--- config.mk ---
export PLATFORM = sky130hd
export DESIGN_NAME = tss_search_ctrl
export DESIGN_NICKNAME = d
export VERILOG_FILES = /design/src/rtl/tss_pkg.sv /design/src/rtl/tss_cand_gen.sv /design/src/rtl/tss_best_track.sv /design/src/rtl/tss_search_ctrl.sv
export SDC_FILE = /design/constraint.sdc
export NUM_CORES = 1
export LEC_CHECK = 0
export ABC_AREA = 0
export BUFFER_PORTS_ARGS = -buffer_cell sky130_fd_sc_hd__clkbuf_2
export CAP_MARGIN = 10
export CORE_MARGIN = 5
export CORE_UTILIZATION = 50
export CTS_CLUSTER_DIAMETER = 150
export CTS_CLUSTER_SIZE = 8
export DETAILED_ROUTE_END_ITERATION = 10
export HOLD_SLACK_MARGIN = 0.15
export PLACE_DENSITY = 0.74
export SLEW_MARGIN = 40
export SYNTH_ARGS = -nofsm -noshare
export SYNTH_HDL_FRONTEND = slang
export SYNTH_SLANG_ARGS = --single-unit
export TNS_END_PERCENT = 5
--- constraint.sdc ---
create_clock -name clk -period 6.55 [get_ports clk]
set_clock_uncertainty 0.2 [all_clocks]
set_input_delay 0.3275 -clock clk [delete_from_list [all_inputs] [get_ports clk]]
set_output_delay 0.3275 -clock clk [all_outputs]
set_load 0.1 [all_outputs]
--- src/rtl/tss_pkg.sv ---
package tss_pkg;
   typedef enum logic [1:0] {
      S_IDLE = 2'd0,
      S_EVAL = 2'd1,
      S_WAIT = 2'd2,
      S_NEXT = 2'd3
   } tss_state_e;

   localparam int TSS_ROUNDS = 3;
   localparam int TSS_SLOTS  = 9;
endpackage

--- src/rtl/tss_cand_gen.sv ---
module tss_cand_gen #(
   parameter int DMAX = 16
) (
   input  logic signed [$clog2(DMAX)+1:0] cen_u_i,
   input  logic signed [$clog2(DMAX)+1:0] cen_v_i,
   input  logic        [$clog2(DMAX):0]   step_i,
   input  logic        [$clog2(DMAX):0]   lim_i,
   input  logic        [3:0]              slot_i,
   output logic signed [$clog2(DMAX)+1:0] cand_u_o,
   output logic signed [$clog2(DMAX)+1:0] cand_v_o,
   output logic                           inside_o
);
   localparam int RNG_W = $clog2(DMAX) + 1;
   localparam int OFS_W = $clog2(DMAX) + 2;
   localparam int EXT_W = OFS_W + 1;

   logic [3:0]              grid_pos;
   logic [1:0]              col, row;
   logic signed [EXT_W-1:0] st_x, lim_x, cu_x, cv_x, u_x, v_x;

   // slot 0 is the centre (grid cell 4); slots 1..8 walk the other cells in raster order
   always_comb begin
      if (slot_i == 4'd0)      grid_pos = 4'd4;
      else if (slot_i <= 4'd4) grid_pos = slot_i - 4'd1;
      else                     grid_pos = slot_i;
      col = 2'(grid_pos % 4'd3);
      row = 2'(grid_pos / 4'd3);
   end

   assign st_x  = $signed({{(EXT_W-RNG_W){1'b0}}, step_i});
   assign lim_x = $signed({{(EXT_W-RNG_W){1'b0}}, lim_i});
   assign cu_x  = $signed({cen_u_i[OFS_W-1], cen_u_i});
   assign cv_x  = $signed({cen_v_i[OFS_W-1], cen_v_i});

   always_comb begin
      case (col)
         2'd0:    u_x = cu_x - st_x;
         2'd1:    u_x = cu_x;
         default: u_x = cu_x + st_x;
      endcase
      case (row)
         2'd0:    v_x = cv_x - st_x;
         2'd1:    v_x = cv_x;
         default: v_x = cv_x + st_x;
      endcase
   end

   assign inside_o = (u_x <= lim_x) && (u_x >= -lim_x) &&
                     (v_x <= lim_x) && (v_x >= -lim_x);
   assign cand_u_o = u_x[OFS_W-1:0];
   assign cand_v_o = v_x[OFS_W-1:0];
endmodule

--- src/rtl/tss_best_track.sv ---
module tss_best_track #(
   parameter int DMAX  = 16,
   parameter int SAD_W = 16
) (
   input  logic                           clk,
   input  logic                           rst_n,
   input  logic                           load_i,
   input  logic                           offer_i,
   input  logic        [SAD_W-1:0]        sad_i,
   input  logic signed [$clog2(DMAX)+1:0] u_i,
   input  logic signed [$clog2(DMAX)+1:0] v_i,
   output logic        [SAD_W-1:0]        best_sad_o,
   output logic signed [$clog2(DMAX)+1:0] best_u_o,
   output logic signed [$clog2(DMAX)+1:0] best_v_o
);
   logic take;

   // strict compare keeps the earlier candidate on a tie
   assign take = load_i | (offer_i & (sad_i < best_sad_o));

   always_ff @(posedge clk or negedge rst_n) begin
      if (!rst_n) begin
         best_sad_o <= '0;
         best_u_o   <= '0;
         best_v_o   <= '0;
      end else if (take) begin
         best_sad_o <= sad_i;
         best_u_o   <= u_i;
         best_v_o   <= v_i;
      end
   end

   a_r7_no_worse : assert property (@(posedge clk) disable iff (!rst_n)
      (offer_i && !load_i) |=> (best_sad_o <= $past(best_sad_o)));
endmodule

--- src/rtl/tss_search_ctrl.sv ---
module tss_search_ctrl
   import tss_pkg::*;
#(
   parameter int DMAX  = 16,
   parameter int SAD_W = 16
) (
   input  logic                           clk,
   input  logic                           rst_n,
   input  logic                           start_i,
   input  logic        [$clog2(DMAX):0]   range_i,
   output logic                           cost_req_o,
   output logic signed [$clog2(DMAX)+1:0] cand_u_o,
   output logic signed [$clog2(DMAX)+1:0] cand_v_o,
   input  logic                           cost_ack_i,
   input  logic        [SAD_W-1:0]        cost_sad_i,
   output logic                           done_o,
   output logic signed [$clog2(DMAX)+1:0] mv_u_o,
   output logic signed [$clog2(DMAX)+1:0] mv_v_o,
   output logic        [SAD_W-1:0]        best_sad_o
);
   localparam int RNG_W = $clog2(DMAX) + 1;
   localparam int OFS_W = $clog2(DMAX) + 2;
   localparam logic [1:0] LAST_ROUND = 2'(TSS_ROUNDS - 1);
   localparam logic [3:0] LAST_SLOT  = 4'(TSS_SLOTS - 1);

   generate
      if (DMAX < 2 || (DMAX & (DMAX - 1)) != 0) begin : g_bad_dmax
         $error("DMAX must be a power of two of at least 2");
      end
      if (SAD_W < 1) begin : g_bad_sadw
         $error("SAD_W must be positive");
      end
   endgenerate

   tss_state_e              state_q;
   logic [3:0]              slot_q;
   logic [1:0]              round_q;
   logic [RNG_W-1:0]        step_q, lim_q, init_step;
   logic signed [OFS_W-1:0] cen_u_q, cen_v_q;
   logic signed [OFS_W-1:0] gen_u, gen_v, trk_u, trk_v;
   logic                    gen_inside, skip_slot, acked, first_cost;
   logic [SAD_W-1:0]        trk_sad;

   tss_cand_gen #(.DMAX(DMAX)) u_gen (
      .cen_u_i  (cen_u_q),
      .cen_v_i  (cen_v_q),
      .step_i   (step_q),
      .lim_i    (lim_q),
      .slot_i   (slot_q),
      .cand_u_o (gen_u),
      .cand_v_o (gen_v),
      .inside_o (gen_inside)
   );

   assign acked      = (state_q == S_WAIT) && cost_ack_i;
   assign first_cost = (round_q == 2'd0) && (slot_q == 4'd0);

   tss_best_track #(.DMAX(DMAX), .SAD_W(SAD_W)) u_best (
      .clk        (clk),
      .rst_n      (rst_n),
      .load_i     (acked && first_cost),
      .offer_i    (acked),
      .sad_i      (cost_sad_i),
      .u_i        (gen_u),
      .v_i        (gen_v),
      .best_sad_o (trk_sad),
      .best_u_o   (trk_u),
      .best_v_o   (trk_v)
   );

   // the carried centre (later rounds) and points off the window are passed over
   assign skip_slot = ((slot_q == 4'd0) && (round_q != 2'd0)) || !gen_inside;
   assign init_step = ((range_i >> 1) == '0) ? RNG_W'(1) : (range_i >> 1);

   assign cost_req_o = (state_q == S_WAIT);
   assign cand_u_o   = gen_u;
   assign cand_v_o   = gen_v;

   always_ff @(posedge clk or negedge rst_n) begin
      if (!rst_n) begin
         state_q    <= S_IDLE;
         slot_q     <= '0;
         round_q    <= '0;
         step_q     <= RNG_W'(1);
         lim_q      <= '0;
         cen_u_q    <= '0;
         cen_v_q    <= '0;
         done_o     <= 1'b0;
         mv_u_o     <= '0;
         mv_v_o     <= '0;
         best_sad_o <= '0;
      end else begin
         done_o <= 1'b0;
         unique case (state_q)
            S_IDLE: begin
               if (start_i) begin
                  lim_q   <= range_i;
                  step_q  <= init_step;
                  cen_u_q <= '0;
                  cen_v_q <= '0;
                  slot_q  <= '0;
                  round_q <= '0;
                  state_q <= S_EVAL;
               end
            end
            S_EVAL: begin
               if (!skip_slot) begin
                  state_q <= S_WAIT;
               end else if (slot_q == LAST_SLOT) begin
                  state_q <= S_NEXT;
               end else begin
                  slot_q <= slot_q + 4'd1;
               end
            end
            S_WAIT: begin
               if (cost_ack_i) begin
                  if (slot_q == LAST_SLOT) begin
                     state_q <= S_NEXT;
                  end else begin
                     slot_q  <= slot_q + 4'd1;
                     state_q <= S_EVAL;
                  end
               end
            end
            S_NEXT: begin
               cen_u_q <= trk_u;
               cen_v_q <= trk_v;
               if (round_q == LAST_ROUND) begin
                  done_o     <= 1'b1;
                  mv_u_o     <= trk_u;
                  mv_v_o     <= trk_v;
                  best_sad_o <= trk_sad;
                  state_q    <= S_IDLE;
               end else begin
                  round_q <= round_q + 2'd1;
                  step_q  <= (step_q > RNG_W'(1)) ? (step_q >> 1) : RNG_W'(1);
                  slot_q  <= '0;
                  state_q <= S_EVAL;
               end
            end
            default: state_q <= S_IDLE;
         endcase
      end
   end

   // ---------------- assertions ----------------
   a_r8_req_hold : assert property (@(posedge clk) disable iff (!rst_n)
      (cost_req_o && !cost_ack_i) |=>
         (cost_req_o && $stable(cand_u_o) && $stable(cand_v_o)));

   a_r5_in_window : assert property (@(posedge clk) disable iff (!rst_n)
      cost_req_o |-> ((cand_u_o <= $signed({1'b0, lim_q})) &&
                      (cand_u_o >= -$signed({1'b0, lim_q})) &&
                      (cand_v_o <= $signed({1'b0, lim_q})) &&
                      (cand_v_o >= -$signed({1'b0, lim_q}))));

   a_r9_done_pulse : assert property (@(posedge clk) disable iff (!rst_n)
      done_o |=> !done_o);

   a_r9_result_hold : assert property (@(posedge clk) disable iff (!rst_n)
      !done_o |-> ($stable(mv_u_o) && $stable(mv_v_o) && $stable(best_sad_o)));

   a_r4_quiet_done : assert property (@(posedge clk) disable iff (!rst_n)
      done_o |-> !cost_req_o);

   a_r11_range_legal : assert property (@(posedge clk) disable iff (!rst_n)
      (start_i && state_q == S_IDLE) |->
         ($onehot(range_i) && range_i >= RNG_W'(2) && range_i <= RNG_W'(DMAX)));
endmodule

; ---- Word level (Yosys, flattened, before mapping)
; Index checks and enable logic that the tools add are counted.
[word_totals]
reg_bits = 87
inputBits = 25
out_inout_bits = 42
elab_cells = 98
[op_classes]
n_addsub = 8
n_div = 2
magnitude_cmp = 7
n_eq_ne = 12
mux = 30
bitwise = 2
n_reduce_logical = 23
[ops]
columns = operator, n
row1 = $mux 4, 9
row2 = $pmux 7 s2, 2
row3 = $pmux 6 s2, 2
row4 = $lt 16x16->1, 1
row5 = $pmux 4 s4, 1
row6 = $add 6x6->7, 2
row7 = $ge 7x7->1, 2
row8 = $le 7x6->1, 2
row9 = $mux 2, 7
row10 = $sub 6x6->7, 2
row11 = $mux 5, 2
row12 = $pmux 5 s2, 1
row13 = $logic_not 2->1, 4
row14 = $pmux 2 s4, 1
row15 = $logic_and 1x1->1, 7
row16 = $neg 5->7, 1
row17 = $eq 2x1->1 const B, 3
row18 = $eq 2x2->1 const B, 3
row19 = $mux 6, 1
row20 = $ne 2x2->1 const B, 3
row21 = $reduce_and 2->1, 3
row22 = $reduce_and 3->1, 2
row23 = $gt 5x1->1 const B, 1
row24 = $logic_not 5->1, 1
row25 = 18 further kinds, 21

; ---- Depth between registers and ports, before layout
[depth]
ltp_word = 14
depth_mapped = 35
ltp_nobuf = 33

; ---- Cells and area by module
; From an unflattened synthesis, not the netlist that was laid out.
[unflattened]
hier_cells = 584
area_unflattened_um2 = 5938.2
[modules_own_cells]
columns = module, instances, cells_each, area_each_um2
row1 = tss_search_ctrl, 1, 233, 2743.9
row2 = tss_cand_gen, 1, 238, 1746.7
row3 = tss_best_track, 1, 113, 1447.6

; ---- Worst setup path before layout
; OpenSTA, ideal clock, no wires.
[synth_path]
path_type = register -> register
start = register slot_q[0]
end = register slot_q[2]
t_arrival_ns = 7.755
setup_slack_ns = -1.500
path_stages_with_launch = 29
synth_period_minus_slack_ns = 8.050
path_cell_list = dfrtp_1 -> buf_4 -> inv_1 -> ha_1 -> buf_2 -> xor2_2 -> o311ai_4 -> ha_1 -> inv_1 -> ha_1 -> mux2i_4 -> ha_1 -> nand2b_1 -> nor2_1 -> mux2_2 -> inv_1 -> ha_1 -> nor2b_1 -> o31a_1 -> o31ai_1 -> ha_1 -> nand4_1 -> mux2i_1 -> a21oi_1 -> o32ai_1 -> o211ai_1 -> a211oi_4 -> nand2b_1 -> o31ai_1
[synth_via]
elab_cells_between_ends = 31
[synth_lines]
columns = item, line
row1 = "start, declared", tss_search_ctrl.sv:36  ; logic [3:0] slot_q;
row2 = "start signal, assigned", tss_search_ctrl.sv:112  ; slot_q <= slot_q + 4'd1;
row3 = "start signal, assigned", tss_search_ctrl.sv:120  ; slot_q <= slot_q + 4'd1;
row4 = $sub 4x1->4 / $le 4x3->1 (equally long branches), tss_cand_gen.sv:24  ; else if (slot_i <= 4'd4) grid_pos = slot_i - 4'd1;
row5 = $mux 4, tss_cand_gen.sv:24
row6 = $mux 4 (*), tss_cand_gen.sv:23  ; if (slot_i == 4'd0) grid_pos = 4'd4;
row7 = $div 4x2->4 (*), tss_cand_gen.sv:27  ; row = 2'(grid_pos / 4'd3);
row8 = $eq 2x1->1 / $logic_not 2->1 (equally long branches), tss_cand_gen.sv:41  ; case (row)
row9 = $pmux 7 s2 (*), tss_cand_gen.sv:41
row10 = named net cand_v_o[3], tss_search_ctrl.sv:13  ; output logic signed [$clog2(DMAX)+1:0] cand_v_o,
row11 = $le 7x6->1, tss_cand_gen.sv:49  ; (v_x <= lim_x) && (v_x >= -lim_x);
row12 = $logic_and 1x1->1, tss_cand_gen.sv:48  ; assign inside_o = (u_x <= lim_x) && (u_x >= -lim_x) &&
row13 = $logic_and 1x1->1 (*), tss_cand_gen.sv:49
row14 = $logic_not 1->1 (*), tss_search_ctrl.sv:72  ; assign skip_slot = ((slot_q == 4'd0) && (round_q != 2'd0)) || !gen_inside;
row15 = $logic_or 1x1->1 (*), tss_search_ctrl.sv:72
row16 = $ne 2x2->1 (no line) (*), --
row17 = $reduce_and 4->1 (no line) (*), --
; The timed path passes the listed nets; every way through them passes the cells marked *. The select of a mux whose other input is x is not followed.
; A chain may end at the register's enable or synchronous reset.

; ---- Worst setup path after layout
[layout_path]
start = register slot_q[0]
end = register slot_q[3]
[layout_via]
elab_chain_cells = 14
elab_cells_between_ends = 31
[layout_lines]
columns = item, line
row1 = $sub 4x1->4 / $le 4x3->1 (equally long branches), tss_cand_gen.sv:24
row2 = $mux 4, tss_cand_gen.sv:24
row3 = $mux 4, tss_cand_gen.sv:23
row4 = $mod 4x2->4, tss_cand_gen.sv:26  ; col = 2'(grid_pos % 4'd3);
row5 = $eq 2x1->1 / $logic_not 2->1 (equally long branches), tss_cand_gen.sv:36  ; case (col)
row6 = $pmux 7 s2, tss_cand_gen.sv:36
row7 = $le 7x6->1 / $ge 7x7->1 (equally long branches), tss_cand_gen.sv:48
row8 = $logic_and 1x1->1 (2 in series), tss_cand_gen.sv:48
row9 = $logic_and 1x1->1, tss_cand_gen.sv:49
row10 = $logic_not 1->1, tss_search_ctrl.sv:72
row11 = $logic_or 1x1->1, tss_search_ctrl.sv:72
row12 = $ne 2x2->1 (no line), --
row13 = $reduce_and 4->1 (no line), --
; Several ways; a longest one is shown, not always the timed one. The select of a mux whose other input is x is not followed.

==> flow_summary.toml <==
[status]
outcome = "finished, final reports clean"

[layout]
fin_nets = 791
final_cell_mix = "dfrtp_1, clkbuf_2, ha_1, nand2_1, o21ai_0"
antenna_cells = 0
final_common_cell = "dfrtp_1"
fillCellCount = 935
multi_input_area_um2 = 3538
layout-drive-gt1-share = 0.2780
seq_area_um2 = 2153
finish.utilization = 0.6298
area_delta_synth_final_pct = 24.49

[routing]
dr.pass1.iters = 4
ant_nets = 0
wl_mm = 14.42
drc = 0
post_drt_wl_per_cell_um = 17.00
vias = 4768
vias_per_cell = 5.623
drt_iter0_markers = 223

[die]
fp.dieW_um = 117.0
dieArea_um2 = 13690
core_area_um2 = 11320
rows = 39
start_util = 0.5059
boundaryPins = 67
die_h_um = 117.0

[grt]
grt_pass1_vias = 4804
grt_antenna_before_repair = 0
grt_max_degree = 87
grt-ovfl-total = 0
track_usage = 0.2156
grt_pass1_wl_mm = 23.32

[sta]
hold_viol_final = 0
finalSetupViolations = 0
post-route-min-period_ns = 6.379
period_share = 0.9739
maxSlewViolCount = 0
finalSetupTns_ns = 0
worst_pin_slew_ns = 0.8760
timing.fmax_mhz = 156.8
rsz0062_at_grt = "yes"
relSlewSlack = 0.4121

[cts]
clock_latency_ns = 0.35
root_buffer = "clkbuf_16"
numClockSinks = 86
cts_buffer_depth = 2
htree_levels = 3
numCtsBuffers = 9
path_clk_slew_ns = 0.07
cts_tree = "built"

[hold_path]
hp-start = "range_i[4]"
hp-class = "primary input to flop"
hold_end = "lim_q[4]$_DFFE_PN0P_"
min_path_cells = 3

[logic_synthesis]
syn_area_per_cell_um2 = 9.625
syn_inst = 595
synth_fp_nets = 686
synth_seq_cells = 86
yosysWarnings = 0
syn_area_um2 = 5727
ys_seq_area_frac = 0.3760
synth_ff_type = "dfrtp_1"
async_reset_ff_frac = 1.000
synth_cell_types = 72
synth_edf_count = 0

[run]
maxCapViolations = 0

[placement]
dp_hpwl_mm = 10.68
gp_congestion = 0.9323
portBuffers = 66

[setup_path]
crit_type = "flop to flop"
startpoint_type = "flop"
worstPathArrival_ns = 6.44
critPathMaxStageDelay_ns = 0.37
cp.required_ns = 6.61
path_buf_inv = 3
reg2reg_from = "slot_q[0]$_DFFE_PN0P_"
r2r_cells = 32
cp-startpoint = "slot_q[0]$_DFFE_PN0P_"
endpoint_kind = "flop"
path_delay_family = "compound AO/OA/AOI/OAI gates"
crit_slowest_cell = "dfrtp_1"
rr_endpoint = "slot_q[3]$_DFFE_PN0P_"
worstPathMaxFanout = 6
reg2reg_slack_ns = 0.17
==> cell type report <==
type,count,area share
clock buffers,9,0.03159
clock inverters,7,0.01422
inverters,53,0.02790
multi-input cells,439,0.4963
flip-flops and latches,86,0.3020
well taps,143,0.02510
repair buffers,111,0.1028
==> metrics by stage <==
| stage | cells | hold slack, ns | setup slack [ns] | instance area [µm²] |
|---|---|---|---|---|
| global placement | 800 | 0.2629 | 0.1283 | 6296 |
| detailed placement | 800 | 0.2399 | -0.2762 | 6306 |
| CTS | 838 | 0.1774 | 0.0007665 | 6875 |
| floorplan | 595 | -0.1681 | 0.006521 | 5773 |
| global route | 848 | 0.1874 | -0.1050 | 7129 |
| finish | 848 | 0.1950 | 0.1710 | 7129 |
==> worst reg2reg max path: cells and delay by family, from the launching register on <==
family,cells,cell delay (ns)
simple gates,6,0.82
buf+inv,3,0.14
flops,1,0.37
compound gates,13,2.66
mux,1,0.19
xor+xnor,3,0.50
fa+ha+maj,6,1.40
==> cell usage after synthesis (2+ instances only) <==
| cell type | n | area [µm²] |
|---|---|---|
| xor2_1 | 3 | 26.28 |
| o211ai_1 | 6 | 45.04 |
| and3_1 | 2 | 12.51 |
| buf_2 | 3 | 15.01 |
| o21bai_1 | 3 | 22.52 |
| nand2_1 | 57 | 214.0 |
| nor2_1 | 32 | 120.1 |
| and2_1 | 2 | 12.51 |
| a21oi_1 | 24 | 120.1 |
| dfrtp_1 | 85 | 2127 |
| buf_4 | 3 | 22.52 |
| xnor2_1 | 8 | 70.07 |
| mux2i_1 | 6 | 60.06 |
| nand3b_1 | 2 | 15.01 |
| o31a_1 | 3 | 26.28 |
| ha_1 | 64 | 800.8 |
| nor3_1 | 15 | 75.07 |
| a211oi_1 | 3 | 22.52 |
| a21o_1 | 12 | 90.09 |
| o22ai_1 | 5 | 31.28 |
| fa_1 | 2 | 40.04 |
| and4_1 | 3 | 26.28 |
| nor2b_1 | 13 | 81.33 |
| o21ai_0 | 55 | 275.3 |
| mux2_2 | 32 | 360.4 |
| clkbuf_1 | 10 | 37.54 |
| nor3_2 | 2 | 20.02 |
| o21ai_1 | 4 | 20.02 |
| nand4_1 | 4 | 25.02 |
| nand3_1 | 12 | 60.06 |
| nand2b_1 | 7 | 43.79 |
| o31ai_1 | 4 | 30.03 |
| a41o_1 | 2 | 20.02 |
| o21a_1 | 10 | 75.07 |
| inv_1 | 53 | 198.9 |
| a22o_1 | 8 | 70.07 |
==> metal layers <==
metal / GRT usage / share of wire
met3: 0.03599 / 0.053
met4: 0.07875 / 0.020
met1: 0.2819 / 0.44
met2: 0.3614 / 0.49
met5: 0 / 0
==> repair_timing <==
action                                 in CTS  in global routing
pin swaps                                   3                 22
setup endpoints to repair                   6                  6
resized for setup                           8                 39
hold buffers                               21                  0
setup buffers                               1                 11
gates cloned                                0                  0
endpoints found under the hold margin     106                  0
==> kinds of logic after synthesis <==
family | share of synthesized area
compound gates | 0.1916
xor+xnor | 0.01967
fa+ha+maj | 0.1468
buf+inv | 0.04981
flops | 0.3760
mux | 0.07734
simple gates | 0.1387
==> worst max path at each step <==
stage | end | slack, ns | cells after the start
2_1_floorplan | slot_q[2]$_DFFE_PN0P_ | 0.007 | 31
3_3_place_gp | slot_q[1]$_DFFE_PN0P_ | 0.13 | 30
3_5_place_dp | state_q[1]$_DFFE_PN0P_ | -0.28 | 32
4_1_cts | slot_q[1]$_DFFE_PN0P_ | 0.0008 | 33
5_1_grt | slot_q[1]$_DFFE_PN0P_ | -0.11 | 32
6_report | slot_q[3]$_DFFE_PN0P_ | 0.17 | 32
==> registers in the layout, summed over array words and instances (netlist names) <==
name / count
best_sad_o: 16
u_best.best_sad_o: 16
cen_u_q: 6
cen_v_q: 6
mv_u_o: 6
mv_v_o: 6
u_best.best_u_o: 6
u_best.best_v_o: 6
lim_q: 5
slot_q: 4
step_q: 4
round_q: 2
state_q: 2
done_o: 1
Power is left out: the tool's default activity adds up to more than one toggle a clock period on the data nets, which glitch-free logic cannot reach.
